$ cat src/rtl/idw_pkg.sv
package idw_pkg;
  typedef enum logic [2:0] {
    SQ_IDLE  = 3'd0,
    SQ_SCAN  = 3'd1,
    SQ_TWAKE = 3'd2,
    SQ_CHAN  = 3'd3,
    SQ_CWAKE = 3'd4,
    SQ_DONE  = 3'd5
  } seq_state_e;

  localparam int unsigned TICK_DIVIDE = 3;
endpackage

$ cat src/rtl/idw_mask_ctl.sv
module idw_mask_ctl #(
  parameter int unsigned N_CH  = 15,
  parameter int unsigned WDC_W = 4
) (
  input  logic            clk,
  input  logic            rst_n,
  input  logic            dis_inc,
  input  logic            dis_dec,
  input  logic            insn_done,
  input  logic [N_CH-1:0] irq_in,
  input  logic            take,
  output logic [N_CH-1:0] req_vec,
  output logic            masked,
  output logic            ready
);
  localparam logic [WDC_W-1:0] CNT_MAX = '1;
  localparam logic [WDC_W-1:0] CNT_ONE = WDC_W'(1);

  logic [WDC_W-1:0] cnt_q, cnt_d;
  logic [N_CH:0]    pend_q, pend_d;
  logic             grace_q, grace_d;
  logic             cnt_en, grace_en;
  logic             inc_only, dec_only, dec_to_zero;

  assign inc_only    = dis_inc & ~dis_dec;
  assign dec_only    = dis_dec & ~dis_inc;
  assign dec_to_zero = dec_only & (cnt_q == CNT_ONE);

  always_comb begin
    cnt_d = cnt_q;
    if (inc_only && (cnt_q != CNT_MAX)) begin
      cnt_d = cnt_q + CNT_ONE;
    end else if (dec_only && (cnt_q != '0)) begin
      cnt_d = cnt_q - CNT_ONE;
    end
  end
  assign cnt_en = inc_only | dec_only;

  always_comb begin
    pend_d = pend_q;
    if (inc_only) begin
      pend_d[N_CH] = 1'b1;
    end else if (dec_to_zero) begin
      pend_d[N_CH] = 1'b0;
    end
    pend_d[N_CH-1:0] = (take ? '0 : pend_q[N_CH-1:0]) | irq_in;
  end

  always_comb begin
    grace_d = grace_q;
    if (dec_to_zero) begin
      grace_d = 1'b1;
    end else if (insn_done) begin
      grace_d = 1'b0;
    end
  end
  assign grace_en = dec_to_zero | insn_done;

  always_ff @(posedge clk or negedge rst_n) begin
    if (!rst_n) begin
      cnt_q <= '0;
    end else if (cnt_en) begin
      cnt_q <= cnt_d;
    end
  end

  always_ff @(posedge clk or negedge rst_n) begin
    if (!rst_n) begin
      pend_q <= '0;
    end else begin
      pend_q <= pend_d;
    end
  end

  always_ff @(posedge clk or negedge rst_n) begin
    if (!rst_n) begin
      grace_q <= 1'b0;
    end else if (grace_en) begin
      grace_q <= grace_d;
    end
  end

  assign req_vec = pend_q[N_CH-1:0];
  assign masked  = pend_q[N_CH];
  assign ready   = ~pend_q[N_CH] & (|pend_q[N_CH-1:0]) & ~grace_q;


  inc_sets_mask_chk: assert property (@(posedge clk) disable iff (!rst_n)
    inc_only |=> masked);


  unmask_needs_dec_chk: assert property (@(posedge clk) disable iff (!rst_n)
    $fell(masked) |-> $past(dis_dec));


  grace_blocks_take_chk: assert property (@(posedge clk) disable iff (!rst_n)
    grace_q |-> !take);
endmodule

$ cat src/rtl/idw_timebase.sv
module idw_timebase #(
  parameter int unsigned TW    = 16,
  parameter int unsigned NPROC = 8,
  parameter int unsigned PIDW  = 3
) (
  input  logic            clk,
  input  logic            rst_n,
  input  logic            tick_evt,
  input  logic            wait_set,
  input  logic [PIDW-1:0] wait_pid,
  input  logic [TW-1:0]   wait_ticks,
  input  logic            clr_en,
  input  logic [PIDW-1:0] clr_pid,
  input  logic [PIDW-1:0] scan_pid,
  output logic [TW-1:0]   now,
  output logic            advance,
  output logic            hit
);
  import idw_pkg::*;

  localparam logic [1:0] DIV_LAST = 2'(TICK_DIVIDE - 1);

  logic [1:0]    div_q, div_d;
  logic [TW-1:0] now_q, now_d;
  logic [TW-1:0] sum, wait_val;
  logic [TW-1:0] tmo_q [NPROC];

  assign advance = tick_evt & (div_q == DIV_LAST);

  always_comb begin
    div_d = div_q;
    now_d = now_q;
    if (tick_evt) begin
      div_d = advance ? 2'd0 : (div_q + 2'd1);
    end
    if (advance) begin
      now_d = now_q + TW'(1);
    end
  end

  always_ff @(posedge clk or negedge rst_n) begin
    if (!rst_n) begin
      div_q <= 2'd0;
      now_q <= '0;
    end else if (tick_evt) begin
      div_q <= div_d;
      now_q <= now_d;
    end
  end

  assign sum = now_q + wait_ticks;
  always_comb begin
    if (wait_ticks == '0) begin
      wait_val = '0;
    end else if (sum == '0) begin
      wait_val = TW'(1);
    end else begin
      wait_val = sum;
    end
  end

  for (genvar gp = 0; gp < NPROC; gp++) begin : g_tmo
    logic          ld, clr, en;
    logic [TW-1:0] d;
    assign ld  = wait_set & (wait_pid == PIDW'(gp));
    assign clr = clr_en & (clr_pid == PIDW'(gp));
    assign en  = ld | clr;
    assign d   = ld ? wait_val : '0;
    always_ff @(posedge clk or negedge rst_n) begin
      if (!rst_n) begin
        tmo_q[gp] <= '0;
      end else if (en) begin
        tmo_q[gp] <= d;
      end
    end
  end

  assign hit = (tmo_q[scan_pid] != '0) && (tmo_q[scan_pid] == now_q);
  assign now = now_q;


  div_range_chk: assert property (@(posedge clk) disable iff (!rst_n)
    div_q != 2'd3);


  now_moves_on_timer_chk: assert property (@(posedge clk) disable iff (!rst_n)
    (now_q != $past(now_q)) |-> $past(tick_evt));
endmodule

$ cat src/rtl/idw_sequencer.sv
module idw_sequencer #(
  parameter int unsigned N_CH     = 15,
  parameter int unsigned CHW      = 4,
  parameter int unsigned NPROC    = 8,
  parameter int unsigned PIDW     = 3,
  parameter int unsigned PW       = 15,
  parameter int unsigned TIMER_CH = 4
) (
  input  logic            clk,
  input  logic            rst_n,
  input  logic            ready,
  input  logic [N_CH-1:0] req_vec,
  input  logic            advance,
  input  logic            hit,
  input  logic [PW-1:0]   tbl_ptr,
  input  logic [PW:0]     cv_rdata,
  input  logic            wake_ack,
  output logic            take,
  output logic            tick_evt,
  output logic [PIDW-1:0] scan_pid,
  output logic            clr_en,
  output logic [CHW-1:0]  tbl_idx,
  output logic [PW-1:0]   cv_addr,
  output logic            cv_we,
  output logic [PW:0]     cv_wdata,
  output logic            wake_req,
  output logic            wake_by_tmo,
  output logic [PW-1:0]   wake_cv,
  output logic [PIDW-1:0] wake_pid,
  output logic            resched,
  output logic            busy
);
  import idw_pkg::*;

  localparam logic [CHW-1:0]  CH_LAST  = CHW'(N_CH - 1);
  localparam logic [PIDW-1:0] PID_LAST = PIDW'(NPROC - 1);

  seq_state_e      st_q, st_d;
  logic [N_CH-1:0] taken_q, taken_d;
  logic [CHW-1:0]  idx_q, idx_d;
  logic [PIDW-1:0] pid_q, pid_d;
  logic [PW-1:0]   cv_q, cv_d;
  logic            woke_q, woke_d;
  logic            ch_live, q_empty;

  assign ch_live = taken_q[idx_q] & (tbl_ptr != '0);
  assign q_empty = (cv_rdata[PW-1:0] == '0);

  always_comb begin
    st_d        = st_q;
    taken_d     = taken_q;
    idx_d       = idx_q;
    pid_d       = pid_q;
    cv_d        = cv_q;
    woke_d      = woke_q;
    take        = 1'b0;
    tick_evt    = 1'b0;
    clr_en      = 1'b0;
    cv_we       = 1'b0;
    wake_req    = 1'b0;
    wake_by_tmo = 1'b0;
    resched     = 1'b0;
    unique case (st_q)
      SQ_IDLE: begin
        if (ready) begin
          take     = 1'b1;
          tick_evt = req_vec[TIMER_CH];
          taken_d  = req_vec;
          woke_d   = 1'b0;
          pid_d    = '0;
          idx_d    = '0;
          st_d     = advance ? SQ_SCAN : SQ_CHAN;
        end
      end
      SQ_SCAN: begin
        if (hit) begin
          st_d = SQ_TWAKE;
        end else if (pid_q == PID_LAST) begin
          st_d = SQ_CHAN;
        end else begin
          pid_d = pid_q + PIDW'(1);
        end
      end
      SQ_TWAKE: begin
        wake_req    = 1'b1;
        wake_by_tmo = 1'b1;
        if (wake_ack) begin
          clr_en = 1'b1;
          woke_d = 1'b1;
          if (pid_q == PID_LAST) begin
            st_d = SQ_CHAN;
          end else begin
            pid_d = pid_q + PIDW'(1);
            st_d  = SQ_SCAN;
          end
        end
      end
      SQ_CHAN: begin
        if (ch_live && q_empty) begin
          cv_we = 1'b1;
        end
        if (ch_live && !q_empty) begin
          cv_d = tbl_ptr;
          st_d = SQ_CWAKE;
        end else if (idx_q == CH_LAST) begin
          st_d = SQ_DONE;
        end else begin
          idx_d = idx_q + CHW'(1);
        end
      end
      SQ_CWAKE: begin
        wake_req = 1'b1;
        if (wake_ack) begin
          woke_d = 1'b1;
          if (idx_q == CH_LAST) begin
            st_d = SQ_DONE;
          end else begin
            idx_d = idx_q + CHW'(1);
            st_d  = SQ_CHAN;
          end
        end
      end
      SQ_DONE: begin
        resched = woke_q;
        st_d    = SQ_IDLE;
      end
      default: st_d = SQ_IDLE;
    endcase
  end

  always_ff @(posedge clk or negedge rst_n) begin
    if (!rst_n) begin
      st_q    <= SQ_IDLE;
      taken_q <= '0;
      idx_q   <= '0;
      pid_q   <= '0;
      cv_q    <= '0;
      woke_q  <= 1'b0;
    end else begin
      st_q    <= st_d;
      taken_q <= taken_d;
      idx_q   <= idx_d;
      pid_q   <= pid_d;
      cv_q    <= cv_d;
      woke_q  <= woke_d;
    end
  end

  assign scan_pid = pid_q;
  assign tbl_idx  = idx_q;
  assign cv_addr  = tbl_ptr;
  assign cv_wdata = {1'b1, cv_rdata[PW-1:0]};
  assign wake_cv  = cv_q;
  assign wake_pid = pid_q;
  assign busy     = (st_q != SQ_IDLE);


  wake_hold_chk: assert property (@(posedge clk) disable iff (!rst_n)
    (wake_req && !wake_ack) |=> (wake_req && $stable(wake_cv) &&
                                 $stable(wake_pid) && $stable(wake_by_tmo)));


  no_null_write_chk: assert property (@(posedge clk) disable iff (!rst_n)
    cv_we |-> (cv_addr != '0) && !wake_req);


  no_null_wake_chk: assert property (@(posedge clk) disable iff (!rst_n)
    (wake_req && !wake_by_tmo) |-> (wake_cv != '0));


  resched_single_chk: assert property (@(posedge clk) disable iff (!rst_n)
    resched |=> !resched);
endmodule

$ cat src/rtl/irq_wake_dispatch.sv
module irq_wake_dispatch #(
  parameter int unsigned N_CH     = 15,
  parameter int unsigned PW       = 15,
  parameter int unsigned TW       = 16,
  parameter int unsigned NPROC    = 8,
  parameter int unsigned WDC_W    = 4,
  parameter int unsigned TIMER_CH = 4,
  localparam int unsigned CHW     = $clog2(N_CH),
  localparam int unsigned PIDW    = $clog2(NPROC)
) (
  input  logic            clk,
  input  logic            rst_n,
  input  logic [N_CH-1:0] irq_in,
  input  logic            dis_inc,
  input  logic            dis_dec,
  input  logic            insn_done,
  input  logic            wait_set,
  input  logic [PIDW-1:0] wait_pid,
  input  logic [TW-1:0]   wait_ticks,
  output logic [CHW-1:0]  tbl_idx,
  input  logic [PW-1:0]   tbl_ptr,
  output logic [PW-1:0]   cv_addr,
  input  logic [PW:0]     cv_rdata,
  output logic            cv_we,
  output logic [PW:0]     cv_wdata,
  output logic            wake_req,
  output logic            wake_by_tmo,
  output logic [PW-1:0]   wake_cv,
  output logic [PIDW-1:0] wake_pid,
  input  logic            wake_ack,
  output logic            resched,
  output logic [TW-1:0]   now_ticks,
  output logic            masked,
  output logic            busy
);
  logic            rst_meta, rst_s;
  logic [N_CH-1:0] req_vec;
  logic            ready, take, tick_evt, advance, hit, clr_en;
  logic [PIDW-1:0] scan_pid;

  always_ff @(posedge clk or negedge rst_n) begin
    if (!rst_n) begin
      rst_meta <= 1'b0;
      rst_s    <= 1'b0;
    end else begin
      rst_meta <= 1'b1;
      rst_s    <= rst_meta;
    end
  end

  idw_mask_ctl #(.N_CH(N_CH), .WDC_W(WDC_W)) u_mask (
    .clk       (clk),
    .rst_n     (rst_s),
    .dis_inc   (dis_inc),
    .dis_dec   (dis_dec),
    .insn_done (insn_done),
    .irq_in    (irq_in),
    .take      (take),
    .req_vec   (req_vec),
    .masked    (masked),
    .ready     (ready)
  );

  idw_timebase #(.TW(TW), .NPROC(NPROC), .PIDW(PIDW)) u_time (
    .clk        (clk),
    .rst_n      (rst_s),
    .tick_evt   (tick_evt),
    .wait_set   (wait_set),
    .wait_pid   (wait_pid),
    .wait_ticks (wait_ticks),
    .clr_en     (clr_en),
    .clr_pid    (wake_pid),
    .scan_pid   (scan_pid),
    .now        (now_ticks),
    .advance    (advance),
    .hit        (hit)
  );

  idw_sequencer #(
    .N_CH(N_CH), .CHW(CHW), .NPROC(NPROC), .PIDW(PIDW), .PW(PW), .TIMER_CH(TIMER_CH)
  ) u_seq (
    .clk         (clk),
    .rst_n       (rst_s),
    .ready       (ready),
    .req_vec     (req_vec),
    .advance     (advance),
    .hit         (hit),
    .tbl_ptr     (tbl_ptr),
    .cv_rdata    (cv_rdata),
    .wake_ack    (wake_ack),
    .take        (take),
    .tick_evt    (tick_evt),
    .scan_pid    (scan_pid),
    .clr_en      (clr_en),
    .tbl_idx     (tbl_idx),
    .cv_addr     (cv_addr),
    .cv_we       (cv_we),
    .cv_wdata    (cv_wdata),
    .wake_req    (wake_req),
    .wake_by_tmo (wake_by_tmo),
    .wake_cv     (wake_cv),
    .wake_pid    (wake_pid),
    .resched     (resched),
    .busy        (busy)
  );
endmodule

$ cat config.mk
export PLATFORM = sky130hd
export DESIGN_NAME = irq_wake_dispatch
export DESIGN_NICKNAME = d
export VERILOG_FILES = /design/src/rtl/idw_pkg.sv /design/src/rtl/idw_mask_ctl.sv /design/src/rtl/idw_timebase.sv /design/src/rtl/idw_sequencer.sv /design/src/rtl/irq_wake_dispatch.sv
export SDC_FILE = /design/constraint.sdc
export NUM_CORES = 1
export LEC_CHECK = 0
export BUFFER_PORTS_ARGS = -buffer_cell sky130_fd_sc_hd__buf_2
export CORE_AREA = 2 2 182 184
export DETAILED_ROUTE_END_ITERATION = 10
export DIE_AREA = 0 0 184 186
export GPL_ROUTABILITY_DRIVEN = 0
export PLACE_DENSITY = 0.55
export SYNTH_ARGS = -nofsm -noshare
export SYNTH_HDL_FRONTEND = slang
export SYNTH_SLANG_ARGS = --single-unit
$ cat constraint.sdc
create_clock -name clk -period 17.7 [get_ports clk]
set_clock_uncertainty 0.2 [all_clocks]
set_input_delay 0.885 -clock clk [delete_from_list [all_inputs] [get_ports clk]]
set_output_delay 0.885 -clock clk [all_outputs]
set_load 0.005 [all_outputs]
==> run summary <==
result of the run: finished clean
hold_ws: 0.153 ns
Post-synth ARST share: 100%
Wirelength per Cell: 20.9 um
Clock Latency Late Sink: 0.53 ns
total grt overflow: 0
Worst EP arrival: 4.36 ns
Max-Cap Viols: 0
Max Root-Sink Buffers: 3
Sw Ratio: 35.8%
die height: 186 um
Inserted Diodes: 0
Seq/Total Area, Yosys: 47.3%
Starting DRT DRC Count: 637
Max Clk Rate: 241 MHz
Top FF cell, synth: dfrtp_1
final setup fails: 0
Synth Instances: 1,026
top cell type's share of synthesized area: 47.3%
PD cells: 154 mW/mm2
EDFF count, synth: 0
critical-path cell list: buf_4 > mux2i_1 > a22oi_1 > a21o_1 > a22o_1 > nor4_1 > nand4_1 > o21bai_2 > mux2_1
Post-CTS Setup Repair Bufs: 0
post-synth cell types: 77
antenna violations before repair: 0
core area: 0.0322 mm2
worst min path class: flip-flop to flip-flop
combinational power share: 35.3%
Startpoint Class: flip-flop
Core Util, Final: 39.9%
CTS tree: yes
# H-tree levels: 1
clk sinks: 210
TritonRoute pass-1 iters: 5
Pint: 1.27 mW
post-route cell area: 0.0128 mm2
site row count: 66
Clock Power Share: 26.2%
synth top area cells: dfrtp_1, a22o_1, mux4_2
clock-pin slew on the worst setup and hold paths: 0.06 ns
Post-CTS Resized: 0
Worst-Margin Slew: 1.22 ns
Synth area leader: dfrtp_1
CTS buffer count: 25
IO Port Bufs: 144
hold_buf cts: 1
starting density of the core: 34.5%
Switch Pwr: 709 uW
Slowest Stage Delay on Critical Path: 0.76 ns
crit path max fanout: 41
num ports: 147
via count: 8,595
Post-DRT Antenna Nets: 0
Post-DP Area: 0.0120 mm2
Avg Vias per Cell: 5.52
fin nets: 1,234
GR Util All Layers: 19.0%
Leak: 5.77 nW
Slowest-stage cell, CP: dfrtp_4
Mapped Area: 0.0111 mm2
Setup TNS: 0 ns
Max IR drop VDD: 63.1 uV
width of the die: 184 um
DRC viols: 0
first-pass GRT wire length: 50,600 um
Flop pwr share: 38.6%
number of global-route vias before repair: 8,415
min cycle time layout: 4.15 ns
Layout area overhead: 15.7%
fin crit share: 23.5%
final wirelength: 32,500 um
synthesized flop and latch total: 210
critical path type: flip-flop to flip-flop
Final Max Tran Viols: 0
relative slew slack: 17.8%
Root Buffer: clkbuf_16
Die ar.: 0.0342 mm2
Final Hold Fails: 0
DP HPWL: 22,800 um
RSZ-0062 raised after global routing: no
yosys warns: 0
Mean Syn Cell Area: 10.8 um2
Total Power: 1.98 mW
fraction of layout instances using a drive strength above 1: 23.1%
WP data required: 17.91 ns
largest net degree at the start of global routing: 156
Critical Path End Type: flip-flop
[worst paths after layout]
check,startpoint,end,slack [ns],cells after the start
hold / removal,rst_meta,rst_s,0.15,0
max in group asynchronous,rst_s,u_time.tmo_q[42],15.78,1
setup reg to reg,u_seq.scan_pid[2],u_seq.scan_pid[2],13.55,9
min in group asynchronous,rst_s,u_mask.pend_q[9],0.20,0
hold reg to reg,rst_meta,rst_s,0.15,0
setup / recovery,u_seq.scan_pid[2],u_seq.scan_pid[2],13.55,9
[synth_stat cells, types with 6 or more instances]
| master | number |
|---|---|
| a21o_1 | 21 |
| a21oi_1 | 26 |
| a22o_1 | 94 |
| a22oi_1 | 6 |
| and2_1 | 12 |
| and3_1 | 8 |
| buf_1 | 10 |
| buf_2 | 7 |
| buf_4 | 34 |
| clkbuf_1 | 27 |
| dfrtp_1 | 210 |
| ha_1 | 30 |
| inv_1 | 17 |
| mux2_2 | 21 |
| mux2i_1 | 36 |
| mux4_2 | 22 |
| nand2_1 | 116 |
| nand2b_1 | 9 |
| nand3_1 | 24 |
| nand4_1 | 13 |
| nor2_1 | 40 |
| nor2b_1 | 9 |
| nor3_1 | 22 |
| nor4_1 | 25 |
| o21ai_0 | 37 |
| o21ai_1 | 15 |
| o22ai_1 | 9 |
| or3_1 | 8 |
| or4_1 | 6 |
| xnor2_1 | 29 |
| xor2_1 | 12 |
[critical path, delay by kind of cell, from the launching register on]
kind / cells / cell delay [ns]
AO/OA/AOI/OAI: 4 / 0.88
buffers and inverters: 1 / 0.60
flip-flops: 1 / 0.76
multiplexers: 2 / 0.75
AND/OR/NAND/NOR: 2 / 0.83
[power groups by stage]
| stage | registers, mW | clock network (mW) | logic (mW) |
|---|---|---|---|
| finish | 0.764 | 0.518 | 0.699 |
| global placement | 0.767 | 0 | 0.685 |
| floorplan | 0.712 | 0 | 0.533 |
| detailed placement | 0.769 | 0 | 0.694 |
| CTS | 0.762 | 0.528 | 0.697 |
| global route | 0.783 | 0.551 | 0.764 |
[kinds of logic after synthesis]
kind of cell             after synthesis  synth area share, %
AND/OR/NAND/NOR                      308                 13.9
AO/OA/AOI/OAI                        252                 16.9
flip-flops                           210                 47.3
buffers and inverters                101                 4.78
multiplexers                          80                 9.94
XOR/XNOR                              43                 3.53
adder cells (fa/ha/maj)               31                 3.56
other                                  1               0.0338
[cells in the final DEF, fill, tap and decap left out, types with 8 or more instances in the layout]
cell type | netlist | layout
nor3_1 | 22 | 22
or3_1 | 8 | 8
xnor2_1 | 29 | 29
nor2_1 | 40 | 40
a21oi_1 | 26 | 23
mux4_2 | 22 | 22
dfrtp_1 | 210 | 208
inv_1 | 17 | 17
o21ai_1 | 15 | 15
buf_2 | 7 | 144
o22ai_1 | 9 | 9
and3_1 | 8 | 8
nand2_1 | 116 | 116
nor2b_1 | 9 | 9
o21ai_0 | 37 | 37
nand3_1 | 24 | 24
nand4_1 | 13 | 13
nand2b_1 | 9 | 9
clkbuf_16 | 0 | 25
and2_1 | 12 | 12
mux2i_1 | 36 | 36
xor2_1 | 12 | 12
buf_4 | 34 | 11
a21o_1 | 21 | 21
mux2_2 | 21 | 21
a22o_1 | 94 | 94
ha_1 | 30 | 30
nor4_1 | 25 | 25
[registers in the layout (all words and copies together) (netlist names)]
| register | flops |
|---|---|
| u_mask.grace_q | 1 |
| u_time.tmo_q | 128 |
| u_seq.tbl_idx | 4 |
| u_mask.pend_q | 16 |
| u_seq.st_q | 3 |
| u_seq.wake_cv | 15 |
| rst_s | 1 |
| u_mask.cnt_q | 4 |
| u_seq.woke_q | 1 |
| u_seq.scan_pid | 3 |
| rst_meta | 1 |
| u_seq.taken_q | 15 |
| u_time.div_q | 2 |
| u_time.now | 16 |
[final cells by class]
| class | instances | area [um2] |
|---|---|---|
| clock buffers | 34 | 709 |
| clock inverters | 12 | 120 |
| fillers | 3172 | 19400 |
| inverters | 21 | 78.8 |
| multi-input cells | 716 | 5330 |
| flip-flops and latches | 210 | 5260 |
| well taps | 408 | 510 |
| repair buffers | 157 | 833 |
[through the flow]
step	worst slack, ns	std cells
after detailed placement	13.42	1511
after CTS	13.59	1558
after floorplan	11.21	1027
final	13.55	1558
after global placement	13.44	1511
after global routing	13.42	1558
[layer usage]
metal	global-route usage (%)	wire [um]
met1	28.2	15400
met2	29.4	14700
met3	2.31	1630
met4	4.80	764
met5	0	0
No activity file was read; power rests on OpenSTA's default activity.
